### src/rtl/clk_src_sel.sv
module clk_src_sel #(
  parameter int WAIT_LOG_A   = 14,
  parameter int WAIT_LOG_B   = 16,
  parameter int WAIT_LOG_C   = 18,
  parameter int PLL_WAIT_LOG = 14
) (
  input  logic       clk,
  input  logic       por_n,
  input  logic       rst_n,
  input  logic       osc_tick,
  input  logic       wr_en,
  input  logic [7:0] wr_data,
  output logic [7:0] rd_data,
  output logic [1:0] src,
  output logic [1:0] mul_sel,
  output logic       tbt_clr
);

  localparam int CW  = WAIT_LOG_C + 1;
  localparam int PCW = PLL_WAIT_LOG + 1;
  localparam logic [CW-1:0]  ONE_M = CW'(1);
  localparam logic [PCW-1:0] P_LAST = PCW'((1 << PLL_WAIT_LOG) - 1);

  logic          any_rst_n;
  logic          stat_ms, stat_mp, sel_ms, sel_mp;
  logic [1:0]    ws;
  logic [CW-1:0] ms_cnt, ms_thr;
  logic [PCW-1:0] p_cnt;
  logic          ms_start, ms_wait, ms_done;
  logic          p_start, p_wait, p_done;

  assign any_rst_n = por_n & rst_n;

  always_comb begin
    case (ws)
      2'b00:   ms_thr = '0;
      2'b01:   ms_thr = ONE_M << WAIT_LOG_A;
      2'b10:   ms_thr = ONE_M << WAIT_LOG_B;
      default: ms_thr = ONE_M << WAIT_LOG_C;
    endcase
  end

  assign ms_start = wr_en & wr_data[3] & ~sel_ms;
  assign ms_wait  = sel_ms & ~stat_ms;
  assign ms_done  = ms_wait & ((ms_thr == '0) | (osc_tick & (ms_cnt == ms_thr - ONE_M)));

  assign p_start  = wr_en & ~wr_data[2] & sel_mp;
  assign p_wait   = ~sel_mp & stat_mp;
  assign p_done   = p_wait & osc_tick & (p_cnt == P_LAST);

  always_ff @(posedge clk or negedge por_n)
    if (!por_n)     ws <= 2'b11;
    else if (wr_en) ws <= wr_data[5:4];

  always_ff @(posedge clk or negedge any_rst_n)
    if (!any_rst_n) begin
      sel_ms  <= 1'b1;
      sel_mp  <= 1'b1;
      mul_sel <= 2'b00;
      tbt_clr <= 1'b0;
    end else begin
      if (wr_en) begin
        sel_ms  <= wr_data[3];
        sel_mp  <= wr_data[2];
        mul_sel <= wr_data[1:0];
      end
      tbt_clr <= ms_start;
    end

  always_ff @(posedge clk or negedge any_rst_n)
    if (!any_rst_n) begin
      stat_ms <= 1'b1;
      ms_cnt  <= '0;
    end else begin
      if (ms_start)                ms_cnt <= '0;
      else if (ms_wait && osc_tick) ms_cnt <= ms_cnt + ONE_M;
      if (!sel_ms && stat_ms)      stat_ms <= 1'b0;
      else if (ms_done)            stat_ms <= 1'b1;
    end

  always_ff @(posedge clk or negedge any_rst_n)
    if (!any_rst_n) begin
      stat_mp <= 1'b1;
      p_cnt   <= '0;
    end else begin
      if (p_start)                 p_cnt <= '0;
      else if (p_wait && osc_tick) p_cnt <= p_cnt + PCW'(1);
      if (sel_mp && !stat_mp)      stat_mp <= 1'b1;
      else if (p_done)             stat_mp <= 1'b0;
    end

  assign rd_data = {stat_ms, stat_mp, ws, sel_ms, sel_mp, mul_sel};
  assign src     = !stat_ms ? 2'b00 : (stat_mp ? 2'b01 : 2'b10);

  p_main_rise_r4: assert property (@(posedge clk) disable iff (!any_rst_n)
    $rose(stat_ms) |-> $past(sel_ms));

  p_stall_r5: assert property (@(posedge clk) disable iff (!any_rst_n)
    (sel_ms && !stat_ms && !osc_tick && ws != 2'b00) |=> !stat_ms);

  p_tbt_once_r6: assert property (@(posedge clk) disable iff (!any_rst_n)
    tbt_clr |=> !tbt_clr);

  p_tbt_cause_r6: assert property (@(posedge clk) disable iff (!any_rst_n)
    tbt_clr |-> $rose(sel_ms));

  p_pll_fall_r7: assert property (@(posedge clk) disable iff (!any_rst_n)
    $fell(stat_mp) |-> $past(!sel_mp));

  p_sub_next_r8: assert property (@(posedge clk) disable iff (!any_rst_n)
    (!sel_ms && stat_ms) |=> !stat_ms);

  p_ro_ms_r3: assert property (@(posedge clk) disable iff (!any_rst_n)
    (wr_en && wr_data[7] && !wr_data[3] && !sel_ms && !stat_ms) |=> !stat_ms);

  p_ro_mp_r3: assert property (@(posedge clk) disable iff (!any_rst_n)
    (wr_en && wr_data[6] && !wr_data[2] && !sel_mp && !stat_mp) |=> !stat_mp);

endmodule

### config.mk
export PLATFORM = sky130hd
export DESIGN_NAME = clk_src_sel
export DESIGN_NICKNAME = d
export VERILOG_FILES = /design/src/rtl/clk_src_sel.sv
export SDC_FILE = /design/constraint.sdc
export NUM_CORES = 1
export LEC_CHECK = 0
export ABC_CLOCK_PERIOD_IN_PS = 2100
export BUFFER_PORTS_ARGS = -buffer_cell sky130_fd_sc_hd__buf_2
export CAP_MARGIN = 20
export CORE_MARGIN = 2
export CORE_UTILIZATION = 50
export CTS_BUF_LIST = sky130_fd_sc_hd__clkbuf_4 sky130_fd_sc_hd__clkbuf_8
export DETAILED_ROUTE_END_ITERATION = 10
export GPL_TIMING_DRIVEN = 0
export PLACE_DENSITY = 0.7
export SYNTH_ARGS = -nofsm -noshare
export SYNTH_HDL_FRONTEND = slang
export SYNTH_SLANG_ARGS = --single-unit
### constraint.sdc
create_clock -name clk -period 2.1 [get_ports clk]
set_input_delay 0 -clock clk [delete_from_list [all_inputs] [get_ports clk]]
set_output_delay 0 -clock clk [all_outputs]
set_load 0.01 [all_outputs]
* Word-level counts from Yosys, hierarchy flattened
Cells that the tools add are included.
** Cells by class
- $mul :: 0
- $lt $le $gt $ge :: 0
- Div/mod/pow operators :: 0
- Shift-type cells :: 0
- Equal/unequal tests :: 4
- Mux-type cells :: 11
- Add/subtract/negate cells :: 3
- Reductions and logical operators :: 12
- Bitwise logic cells :: 16
** Operators by type and width (count)
- $pmux W19 S3 :: 1
- $mux W19 :: 2
- $mux W15 :: 2
- $add A19 B1 Y19 const B :: 1
- $eq A19 B19 Y1 :: 1
- $logic_not A19 Y1 :: 1
- $sub A19 B1 Y19 const B :: 1
- $add A15 B1 Y15 const B :: 1
- $eq A15 B14 Y1 const B :: 1
- $and A1 B1 Y1 :: 11
- $reduce_bool A2 Y1 :: 4
- $logic_and A1 B1 Y1 :: 4
- $mux W1 :: 4
- $mux W2 :: 2
- $not A1 Y1 :: 4
- $eq A2 B1 Y1 const B :: 1
- $eq A2 B2 Y1 const B :: 1
- $logic_not A1 Y1 :: 2
- $logic_not A2 Y1 :: 1
- $or A1 B1 Y1 :: 1
** Storage, ports and cells
- Bits in registers :: 43
- RAM bits :: 0
- Memories kept :: 0
- Output and inout bits :: 13
- Word-level logic and storage cells :: 55
- Memory bits (read-only) :: 0
- Latch bits :: 0

* Longest topological paths before layout
Gate-level depths: netlist of the first run.
- Depth after elaboration :: 9
- Mapped depth :: 6

* Least setup slack after synthesis of the first run
Ideal clock, no wire load.
- Path kind :: register -> register
- Start :: register sel_ms
- End :: register ms_cnt[18]
- Period minus slack after synthesis :: 1.615 ns
- Slack :: 0.485 ns
- Arrival time :: 1.537 ns
- Stages on the path, launching flop included :: 5
- Data required time :: 2.022 ns
- Path buffers :: 0
- Cell sequence :: dfstp_2 -> and3b_1 -> nand2_1 -> or4b_1 -> a21oi_1
** Between the ends
- Cells in the longest elaborated chain, start to end :: 3
- Elaborated cells between the ends (all ways) :: 6
- Classes of those cells :: mux: 1; bitwise: 3; reduce/logical: 2
** RTL lines
- start, declared :: line 25 : logic stat_ms, stat_mp, sel_ms, sel_mp;
- start signal, assigned :: line 63 : sel_ms <= wr_data[3];
- $and A1 B1 Y1 / $not A1 Y1 (equally long branches) :: line 44, 43
- $logic_and A1 B1 Y1 / $and A1 B1 Y1 (equally long branches) :: line 76, 43
- $reduce_bool A2 Y1 (no source line) / $mux W19 (equally long branches)
- end signal, assigned :: line 76 : else if (ms_wait && osc_tick) ms_cnt <= ms_cnt + ONE_M;
- end, declared :: line 27 : logic [CW-1:0] ms_cnt, ms_thr;
Parallel ways exist; a longest one is shown, timed or not.
A chain may end at the register's enable or synchronous reset.

* Final worst setup path of the first run
Same ends and word-level chain as after synthesis.

==> insert_results.sql, run 1 <==
INSERT INTO impl_metrics (metric_group, metric, value, unit) VALUES
('outcome', 'status', 'finished clean', ''),
('placement', 'area_post_placement', '0.00247', 'mm2'),
('critical_path', 'critPathKind', 'reg -> reg', ''),
('synthesis', 'yosys_register_bits', '43', ''),
('timing', 'hold_viol', '0', ''),
('floorplanning', 'die_w', '71.3', 'um'),
('floorplanning', 'die_h', '71.3', 'um'),
('synthesis', 'synth-async-reset-ratio', '100', '%'),
('clock_network', 'cts_root_buf', 'clkbuf_8', ''),
('synthesis', 'library_cell_with_the_highest_instance_count_after_synthesis', 'dfrtp_1', ''),
('pwr', 'pwr_density_cell', '667', 'mW/mm2'),
('detailed_routing', 'detail_route.vias_per_cell', '5.65', ''),
('critical_path', 'setup.worst_path.end_class', 'flop', ''),
('pwr', 'share_clk_of_total_power', '33.1', '%'),
('hold_path', 'hold_path_class', 'in -> reg', ''),
('pwr', 'max-vdd-ir-drop', '0.417', 'mV'),
('floorplanning', 'top_ports', '26', ''),
('synthesis', 'ys.flop_type', 'dfrtp_1', ''),
('placement', 'gp_congestion', '0.839', ''),
('synthesis', 'synth.yosys.warnings', '0', ''),
('synthesis', 'synth_enable_flop_cells', '0', ''),
('global_route', 'grt_util_all_layers', '20.0', '%'),
('pwr', 'overall_power_consumption', '1.78', 'mW'),
('synthesis', 'yosys-top-cells-count', 'dfrtp_1, nand2_1, nor2_1, nand3_1, xnor2_1', ''),
('floorplanning', 'initial_cell_density_of_the_core', '52.0', '%'),
('synthesis', 'fraction_of_the_yosys_area_taken_by_sequential_cells', '47.8', '%'),
('cells_and_area', 'ratio_of_cells_with_drive_above_1_in_the_final_layout', '19.1', '%'),
('pwr', 'p_sw', '463', 'uW'),
('timing', 'slew_violations', '0', ''),
('clock_network', 'ctsResizeCount', '0', ''),
('timing', 'layout_worst_path_cycle_share', '88.3', '%'),
('global_route', 'grt_antenna_before_repair', '0', ''),
('global_route', 'grt_first_pass_wirelength', '8090', 'um'),
('clock_network', 'cts_buffers', '5', ''),
('clock_network', 'cts_max_path_buffers', '2', ''),
('detailed_routing', 'total_number_of_vias', '1865', ''),
('detailed_routing', 'ant_nets', '0', ''),
('synthesis', 'synth_area_per_cell', '9.60', 'um2'),
('global_route', 'maximum_number_of_pins_on_one_net_before_global_route_repair', '39', ''),
('timing', 'fin_worst_skew', '0.00533', 'ns'),
('critical_path', 'worst-r2r-setup-slack', '0.24', 'ns'),
('floorplanning', 'core_region_area', '0.00435', 'mm2'),
('clock_network', 'tritoncts', 'done', ''),
('synthesis', 'number_of_unique_standard_cell_types_used_by_synthesis', '45', ''),
('cells_and_area', 'nFillCells', '357', ''),
('critical_path', 'path_cells', 'and3b_1 -> nand2_1 -> or4b_1 -> a21oi_1', ''),
('timing', 'worst-slew-pin-transition', '0.453', 'ns'),
('detailed_routing', 'wl', '4600', 'um'),
('pwr', 'netSwitchingFraction', '26.0', '%'),
('synthesis', 'synth.net_count', '253', ''),
('clock_network', 'cts.repair_timing.setup_buffer_count', '0', ''),
('cells_and_area', 'area_growth_syn_to_layout', '17.9', '%'),
('placement', 'io_buffer_count', '23', ''),
('critical_path', 'cp_max_fo', '10', ''),
('pwr', 'power.sequential.fraction', '53.8', '%'),
('pwr', 'cellInternalPower', '1.32', 'mW'),
('clock_network', 'cts-htree-levels', '2', ''),
('cells_and_area', 'diodes', '0', ''),
('critical_path', 'critical_path_arrival', '2.07', 'ns'),
('detailed_routing', 'remaining_drc_errors', '0', ''),
('synthesis', 'netlist_instances', '236', ''),
('timing', 'period_minus_slack', '1.86', 'ns'),
('critical_path', 'cp.required', '2.31', 'ns'),
('synthesis', 'biggest_area_consumer_among_synthesized_cells', 'dfrtp_1', ''),
('pwr', 'power.share.combinational', '13.2', '%'),
('global_route', 'grt_pass1_vias', '1725', ''),
('timing', 'fmax', '539', 'MHz'),
('critical_path', 'cpMaxStageDelayCell', 'dfstp_2', ''),
('floorplanning', 'rows', '24', ''),
('placement', 'detailed_place_hpwl', '3080', 'um'),
('detailed_routing', 'drt_first_pass_iters', '4', '');
==> placed cells by master, fill, tap and decap left out, drive strengths merged, types with 2 or more instances in the layout <==
cell type    count
inv              8
nand4           10
nand3           14
a31oi            2
and3             2
o21ai            9
or4              4
nand2b           5
dfrtp           37
or2              2
xnor2           11
buf             32
mux2i            5
mux2             3
nor2            24
clkbuf          10
nand2           27
nor2b            2
or3              4
nor4             5
a41o             2
dlygate4sd3     10
xor2             5
o31ai            2
and2             3
nor3             5
o22ai            2
dfstp            6
a21oi            6
ha               4
nand3b           4
nand4b           2
and3b            3
==> critical path: cells and delay by family (launching register included) <==
kind,cells,cell delay (ns)
simple gates,3,1.02
compound gates,1,0.17
flops,1,0.59
==> power groups by stage <==
stage               clock, mW  sequential, mW  combinational, mW
finish                  0.589           0.958              0.235
global route            0.646           0.970              0.272
CTS                     0.609           0.955              0.236
detailed placement          0           0.971              0.221
global placement            0           0.969              0.211
floorplan                   0           0.961              0.152
==> final cells by class <==
class	instances	area (um2)	share of cell area, %
Multi-Input combinational cell	175	1090	40.7
Sequential cell	43	1080	40.6
Timing Repair Buffer	34	235	8.81
Clock buffer	8	104	3.89
Buffer	10	67.6	2.53
Tap cell	52	65.1	2.44
Inverter	8	30.0	1.12
==> logic make-up after synthesis <==
| group | after synthesis | synth area share [%] |
|---|---|---|
| xor gates and xnor gates | 16 | 6.18 |
| buffers and inverters | 18 | 4.31 |
| and+or+nand+nor | 119 | 27.9 |
| DFF | 43 | 47.8 |
| AOI/OAI and AO/OA | 28 | 7.84 |
| muxes | 8 | 3.70 |
| adders and majority gates | 4 | 2.21 |
==> flip-flops by register name, summed over array words and instances, names as in the netlist <==
signal   flops
ms_cnt      19
p_cnt       15
mul_sel      2
ws           2
sel_mp       1
sel_ms       1
stat_mp      1
stat_ms      1
tbt_clr      1
==> metrics by stage <==
stage	worst slack [ns]	instances	util, %
after floorplan	0.485	236	-
after global placement	0.199	311	56.2
after detailed placement	0.292	312	56.7
after CTS	0.272	330	61.4
after global routing	0.131	330	61.4
final	0.245	330	61.4
==> timing repair <==
item	4_1_cts	5_1_grt
hold endpoints to repair	46	0
endpoints found under the setup margin	0	0
hold buffers	10	0
==> per-layer routing <==
layer | GRT usage (%) | vias to the layer above | share of wire, %
met5 | 0 | - | 0
met4 | 5.24 | 0 | 0.78
met3 | 4.92 | 4 | 4.5
met2 | 30.2 | 47 | 46
met1 | 29.0 | 890 | 49
li1 | - | 924 | -
==> path summary, 6_finish.rpt <==
path                            startpoint  depth (start not counted)          to
worst min-delay path                 wr_en                          4      sel_ms
worst min register to register      sel_ms                          2      sel_ms
max in group asynchronous            por_n                          5      sel_ms
min in group asynchronous            por_n                          2       ws[0]
worst max register to register      sel_ms                          4  ms_cnt[18]
worst max-delay path                sel_ms                          4  ms_cnt[18]
(Power assumes the default switching activity.)
==> run 2, diff against run 1 <==
- CORE_UTILIZATION: 50 -> 59
- CTS_CLUSTER_DIAMETER: default -> 40
- PLACE_DENSITY: 0.7 -> 0.8
==> insert_results.sql, run 2 (synthesis results as in run 1) <==
INSERT INTO impl_metrics (metric_group, metric, value, unit) VALUES
('clock_network', 'clk_latency', '0.29', 'ns'),
('cells_and_area', 'area_growth_syn_to_layout', '16.7', '%'),
('cells_and_area', 'diodes', '0', ''),
('timing', 'layout_worst_path_cycle_share', '85.9', '%'),
('detailed_routing', 'wl', '4530', 'um'),
('floorplanning', 'core_region_area', '0.00369', 'mm2'),
('timing', 'worst-slew-pin-transition', '0.460', 'ns'),
('critical_path', 'timing.reg2reg.worst_path_depth', '4', ''),
('critical_path', 'setup.worst_path.end_class', 'flop', ''),
('pwr', 'leakagePower', '1.20', 'nW'),
('detailed_routing', 'detail_route.vias_per_cell', '5.66', ''),
('cells_and_area', 'reg_top3', 'ms_cnt: 19 flops, p_cnt: 15 flops', ''),
('clock_network', 'clk_transition_reported_paths', '0.07', 'ns'),
('timing', 'slew_violations', '0', ''),
('placement', 'place.detailed.instances', '308', ''),
('global_route', 'grt_first_pass_wirelength', '8220', 'um'),
('pwr', 'pwr_density_cell', '656', 'mW/mm2'),
('clock_network', 'cts_root_buf', 'clkbuf_8', ''),
('clock_network', 'cts-htree-levels', '2', ''),
('clock_network', 'cts_max_path_buffers', '2', ''),
('detailed_routing', 'ant_nets', '0', ''),
('detailed_routing', 'detail_route.wl_per_cell', '13.9', 'um'),
('global_route', 'grt_pass1_vias', '1829', ''),
('floorplanning', 'rows', '22', ''),
('timing', 'fin_worst_skew', '0.00956', 'ns'),
('critical_path', 'worst-r2r-setup-slack', '0.30', 'ns'),
('detailed_routing', 'drt_iter0_drc', '134', ''),
('detailed_routing', 'drt_first_pass_iters', '4', ''),
('timing', 'hold_slack', '0.0183', 'ns'),
('timing', 'report.final.setup_viol', '0', ''),
('detailed_routing', 'remaining_drc_errors', '0', ''),
('timing', 'timing.setup.tns', '0', 'ns'),
('critical_path', 'cp.required', '2.31', 'ns'),
('placement', 'dp_slack', '0.306', 'ns'),
('critical_path', 'critical_path.startpoint_type', 'flop', ''),
('timing', 'hold_viol', '0', ''),
('floorplanning', 'design.die.area', '0.00435', 'mm2'),
('cells_and_area', 'mostFrequentLayoutCells', 'dfrtp_1, nand2_1, nor2_1, buf_2, nand3_1', ''),
('cells_and_area', 'max_flop_register', 'ms_cnt', ''),
('placement', 'detailed_place_hpwl', '3080', 'um'),
('cells_and_area', 'finalNetCount', '293', ''),
('detailed_routing', 'total_number_of_vias', '1840', ''),
('timing', 'period_minus_slack', '1.80', 'ns'),
('timing', 'slew_headroom', '69.2', '%'),
('clock_network', 'cts_buffers', '5', ''),
('outcome', 'status', 'finished clean', ''),
('cells_and_area', 'finalInstanceArea', '0.00264', 'mm2'),
('floorplanning', 'die_h', '66.0', 'um'),
('floorplanning', 'initial_cell_density_of_the_core', '61.4', '%'),
('critical_path', 'worstSetupStartpoint', 'sel_ms', ''),
('global_route', 'maximum_number_of_pins_on_one_net_before_global_route_repair', '39', ''),
('cells_and_area', 'leading_cell_type_in_the_layout_fill_and_taps_excluded', 'dfrtp_1', ''),
('global_route', 'grt_util_all_layers', '24.8', '%'),
('cells_and_area', 'ratio_of_cells_with_drive_above_1_in_the_final_layout', '19.1', '%'),
('hold_path', 'hold_path_class', 'in -> reg', ''),
('clock_network', 'cts.repair_timing.setup_buffer_count', '0', ''),
('clock_network', 'tritoncts', 'done', ''),
('critical_path', 'timing.rr.end', 'ms_cnt[18]', ''),
('timing', 'grt_setup_unrepaired', 'false', ''),
('placement', 'area_post_placement', '0.00246', 'mm2'),
('placement', 'io_buffer_count', '23', ''),
('critical_path', 'worst_r2r_startpoint', 'sel_ms', ''),
('pwr', 'max-vdd-ir-drop', '0.524', 'mV'),
('critical_path', 'critical_path_arrival', '2.02', 'ns'),
('timing', 'fmax', '554', 'MHz'),
('placement', 'gp_congestion', '0.823', ''),
('clock_network', 'clock_sinks', '43', ''),
('critical_path', 'cp_max_fo', '10', ''),
('run', 'max_cap_violations', '0', ''),
('timing', 'timing.final.ws_setup', '0.295', 'ns'),
('global_route', 'grt_antenna_before_repair', '0', ''),
('global_route', 'grt_residual_overflow', '0', ''),
('critical_path', 'cp-endpoint', 'ms_cnt[18]', ''),
('floorplanning', 'die_w', '66.0', 'um'),
('cells_and_area', 'finalNonFillerCells', '325', ''),
('floorplanning', 'top_ports', '26', ''),
('critical_path', 'critPathKind', 'reg -> reg', ''),
('cells_and_area', 'largest_register_ffs', '19', '');
run 2: cell types whose count changed in the layout (fill, tap and decap cells not counted):
cell / before / now
clkbuf_4: 1 / 3
clkbuf_8: 7 / 5
dlygate4sd3_1: 10 / 9
run 2: repair_timing:
item,in CTS,in global routing
gates resized for setup,0,0
endpoints found under the hold margin,45,0
endpoints found under the setup margin,0,0
hold buffers,9,0
run 2: where the power goes:
| group | switching (mW) | internal, mW |
|---|---|---|
| combinational | 0.125 | 0.113 |
| clock | 0.265 | 0.275 |
| sequential | 0.0635 | 0.893 |
run 2: routing by layer:
layer | share of wire (%) | routed length, um | track usage (%)
met5 | 0 | 0 | 0
met4 | 1.7 | 79 | 9.18
met3 | 5.9 | 265 | 5.45
met2 | 44 | 2000 | 38.4
met1 | 48 | 2180 | 34.2
run 2: metrics by stage:
stage          util (%)  total power, mW
6_report           71.7             1.74
5_1_grt            71.7             1.81
3_5_place_dp       66.8             1.19
3_3_place_gp       66.2             1.18
2_1_floorplan         -             1.11
4_1_cts            71.7             1.74
run 2: how the worst min path moves through the flow:
stage | start | endpoint | slack, ns | cells after the start
global placement | por_n | ws[0] | -0.04 | 1
floorplan | por_n | ws[0] | -0.15 | 0
finish | osc_tick | stat_ms | 0.02 | 3
detailed placement | rst_n | ms_cnt[18] | -0.05 | 2
CTS | osc_tick | stat_ms | 0.02 | 3
global route | osc_tick | stat_ms | 0.05 | 3
run 2: layout make-up:
class,count,area (um2)
timing repair buffer,33,225
fill,288,1040
inverter,8,30.0
multi-input combinational,175,1090
sequential,43,1080
clock buffer,8,91.3
tap,48,60.1
buffer,10,67.6
run 2: worst max-delay path, cell delays in order (launching register included):
cell and delay [ns]:
dfstp_2 0.58, and3b_1 0.24, nand2_1 0.21, or4b_1 0.54, a21oi_1 0.16
==> run 3, diff against run 2 <==
- PLACE_DENSITY: 0.8 -> 0.88
- REMOVE_ABC_BUFFERS: default -> 1
==> insert_results.sql, run 3 (synthesis results as in run 1) <==
INSERT INTO impl_metrics (metric_group, metric, value, unit) VALUES
('placement', 'io_buffer_count', '23', ''),
('global_route', 'grt_first_pass_wirelength', '8180', 'um'),
('hold_path', 'hold_path_class', 'in -> reg', ''),
('global_route', 'grt_util_all_layers', '24.8', '%'),
('timing', 'hold_slack', '0.0414', 'ns'),
('timing', 'worst-slew-pin-transition', '0.460', 'ns'),
('placement', 'gp_congestion', '0.790', ''),
('floorplanning', 'die_w', '66.0', 'um'),
('critical_path', 'critical_path_arrival', '2.06', 'ns'),
('critical_path', 'cpMaxStageDelayCell', 'dfstp_2', ''),
('cells_and_area', 'mostFrequentLayoutCells', 'dfrtp_1, nand2_1, nor2_1, buf_2, nand3_1', ''),
('critical_path', 'setup.worst_path.end_class', 'flop', ''),
('global_route', 'maximum_number_of_pins_on_one_net_before_global_route_repair', '29', ''),
('critical_path', 'critical_path.startpoint_type', 'flop', ''),
('detailed_routing', 'total_number_of_vias', '1859', ''),
('placement', 'place.detailed.instances', '298', ''),
('timing', 'grt_setup_unrepaired', 'false', ''),
('floorplanning', 'rows', '22', ''),
('critical_path', 'critPathKind', 'reg -> reg', ''),
('critical_path', 'path_cells', 'and3b_1 -> nand2_1 -> or4b_1 -> a21oi_1', ''),
('global_route', 'grt_pass1_vias', '1816', ''),
('floorplanning', 'die_h', '66.0', 'um'),
('global_route', 'grt_antenna_before_repair', '0', ''),
('critical_path', 'cp.required', '2.32', 'ns'),
('detailed_routing', 'detail_route.vias_per_cell', '5.90', ''),
('cells_and_area', 'leading_cell_type_in_the_layout_fill_and_taps_excluded', 'dfrtp_1', ''),
('detailed_routing', 'ant_nets', '0', ''),
('timing', 'hold_viol', '0', ''),
('cells_and_area', 'finalNonFillerCells', '315', ''),
('outcome', 'status', 'finished clean', ''),
('cells_and_area', 'largest_register_ffs', '19', ''),
('floorplanning', 'top_ports', '26', ''),
('detailed_routing', 'wl', '4960', 'um'),
('timing', 'layout_worst_path_cycle_share', '87.6', '%'),
('detailed_routing', 'detail_route.wl_per_cell', '15.7', 'um'),
('clock_network', 'cts.repair_timing.setup_buffer_count', '0', ''),
('clock_network', 'clk_transition_reported_paths', '0.08', 'ns'),
('pwr', 'pwr_density_cell', '712', 'mW/mm2'),
('timing', 'period_minus_slack', '1.84', 'ns'),
('critical_path', 'cp.buffers_inverters', '0', ''),
('cells_and_area', 'area_growth_syn_to_layout', '14.7', '%'),
('critical_path', 'path_delay_family', 'simple AND/OR/NAND/NOR gates', ''),
('critical_path', 'cp_max_fo', '10', ''),
('cells_and_area', 'finalNetCount', '283', ''),
('cells_and_area', 'finalInstanceArea', '0.00260', 'mm2'),
('detailed_routing', 'remaining_drc_errors', '0', ''),
('timing', 'slew_headroom', '69.2', '%'),
('timing', 'fmax', '544', 'MHz'),
('clock_network', 'tritoncts', 'done', ''),
('cells_and_area', 'diodes', '0', ''),
('detailed_routing', 'drt_iter0_drc', '169', ''),
('cells_and_area', 'max_flop_register', 'ms_cnt', ''),
('cells_and_area', 'reg_top3', 'ms_cnt: 19 flops, p_cnt: 15 flops', ''),
('clock_network', 'clk_latency', '0.30', 'ns'),
('clock_network', 'cts_root_buf', 'clkbuf_8', ''),
('cells_and_area', 'seq_area', '0.00108', 'mm2'),
('timing', 'report.final.setup_viol', '0', ''),
('timing', 'timing.setup.tns', '0', 'ns'),
('clock_network', 'cts_max_path_buffers', '2', ''),
('placement', 'area_post_placement', '0.00239', 'mm2'),
('cells_and_area', 'nFillCells', '277', ''),
('global_route', 'grt_residual_overflow', '0', ''),
('floorplanning', 'core_region_area', '0.00369', 'mm2'),
('cells_and_area', 'ratio_of_cells_with_drive_above_1_in_the_final_layout', '17.2', '%'),
('clock_network', 'cts-htree-levels', '2', ''),
('floorplanning', 'initial_cell_density_of_the_core', '61.4', '%'),
('timing', 'slew_violations', '0', ''),
('cells_and_area', 'finalCoreUtilization', '70.5', '%'),
('run', 'max_cap_violations', '0', ''),
('timing', 'fin_worst_skew', '0.0140', 'ns'),
('clock_network', 'clock_sinks', '43', ''),
('critical_path', 'critPathMaxStageDelay', '0.59', 'ns'),
('pwr', 'leakagePower', '1.17', 'nW'),
('detailed_routing', 'drt_first_pass_iters', '4', ''),
('cells_and_area', 'multi_input_comb_area', '0.00109', 'mm2'),
('floorplanning', 'design.die.area', '0.00435', 'mm2'),
('clock_network', 'cts_buffers', '5', ''),
('placement', 'detailed_place_hpwl', '3350', 'um'),
('pwr', 'max-vdd-ir-drop', '0.533', 'mV');
## run 3: path summary, 6_finish.rpt
path                                start    endpoint  slack (ns)  depth (start not counted)
worst max-delay path               sel_ms  ms_cnt[18]        0.26                          4
worst min register to register  p_cnt[13]     stat_mp        0.50                          1
worst max register to register     sel_ms  ms_cnt[18]        0.26                          4
worst min-delay path                wr_en       ws[0]        0.04                          3
max in group asynchronous           por_n      sel_ms        1.22                          4
min in group asynchronous           por_n       ws[0]        0.20                          2
## run 3: repair_timing
action | CTS | global route
hold endpoints to repair | 22 | 0
gates resized for setup | 0 | 0
hold buffers | 9 | 0
## run 3: layer usage
layer,global-route usage [%],wire length [um]
met1,29.2,2060
met2,43.6,2590
met3,6.13,169
met4,9.44,133
met5,0,0
## run 3: worst reg2reg max path, stage by stage (launching register included)
cell and delay [ns]:
dfstp_2 0.59, and3b_1 0.24, nand2_1 0.23, or4b_1 0.55
a21oi_1 0.15
## run 3: area by class of cell
class	count	share of cell area (%)
inverter	8	1.16
multi-input combinational	175	41.8
timing repair buffer	33	8.67
sequential	43	41.7
tap	48	2.31
clock inverter	1	1.16
clock buffer	7	3.23
## run 3: power breakdown
part / internal, mW / total, mW / switching, mW
Clock: 0.382 / 0.661 / 0.279
Sequential: 0.893 / 0.962 / 0.0687
Combinational: 0.101 / 0.228 / 0.126
## run 3: through the flow
step,power (mW),setup slack (ns)
after floorplan,1.10,0.448
after global placement,1.16,0.302
after detailed placement,1.19,0.278
after CTS,1.87,0.265
after global routing,1.94,0.163
final,1.85,0.260
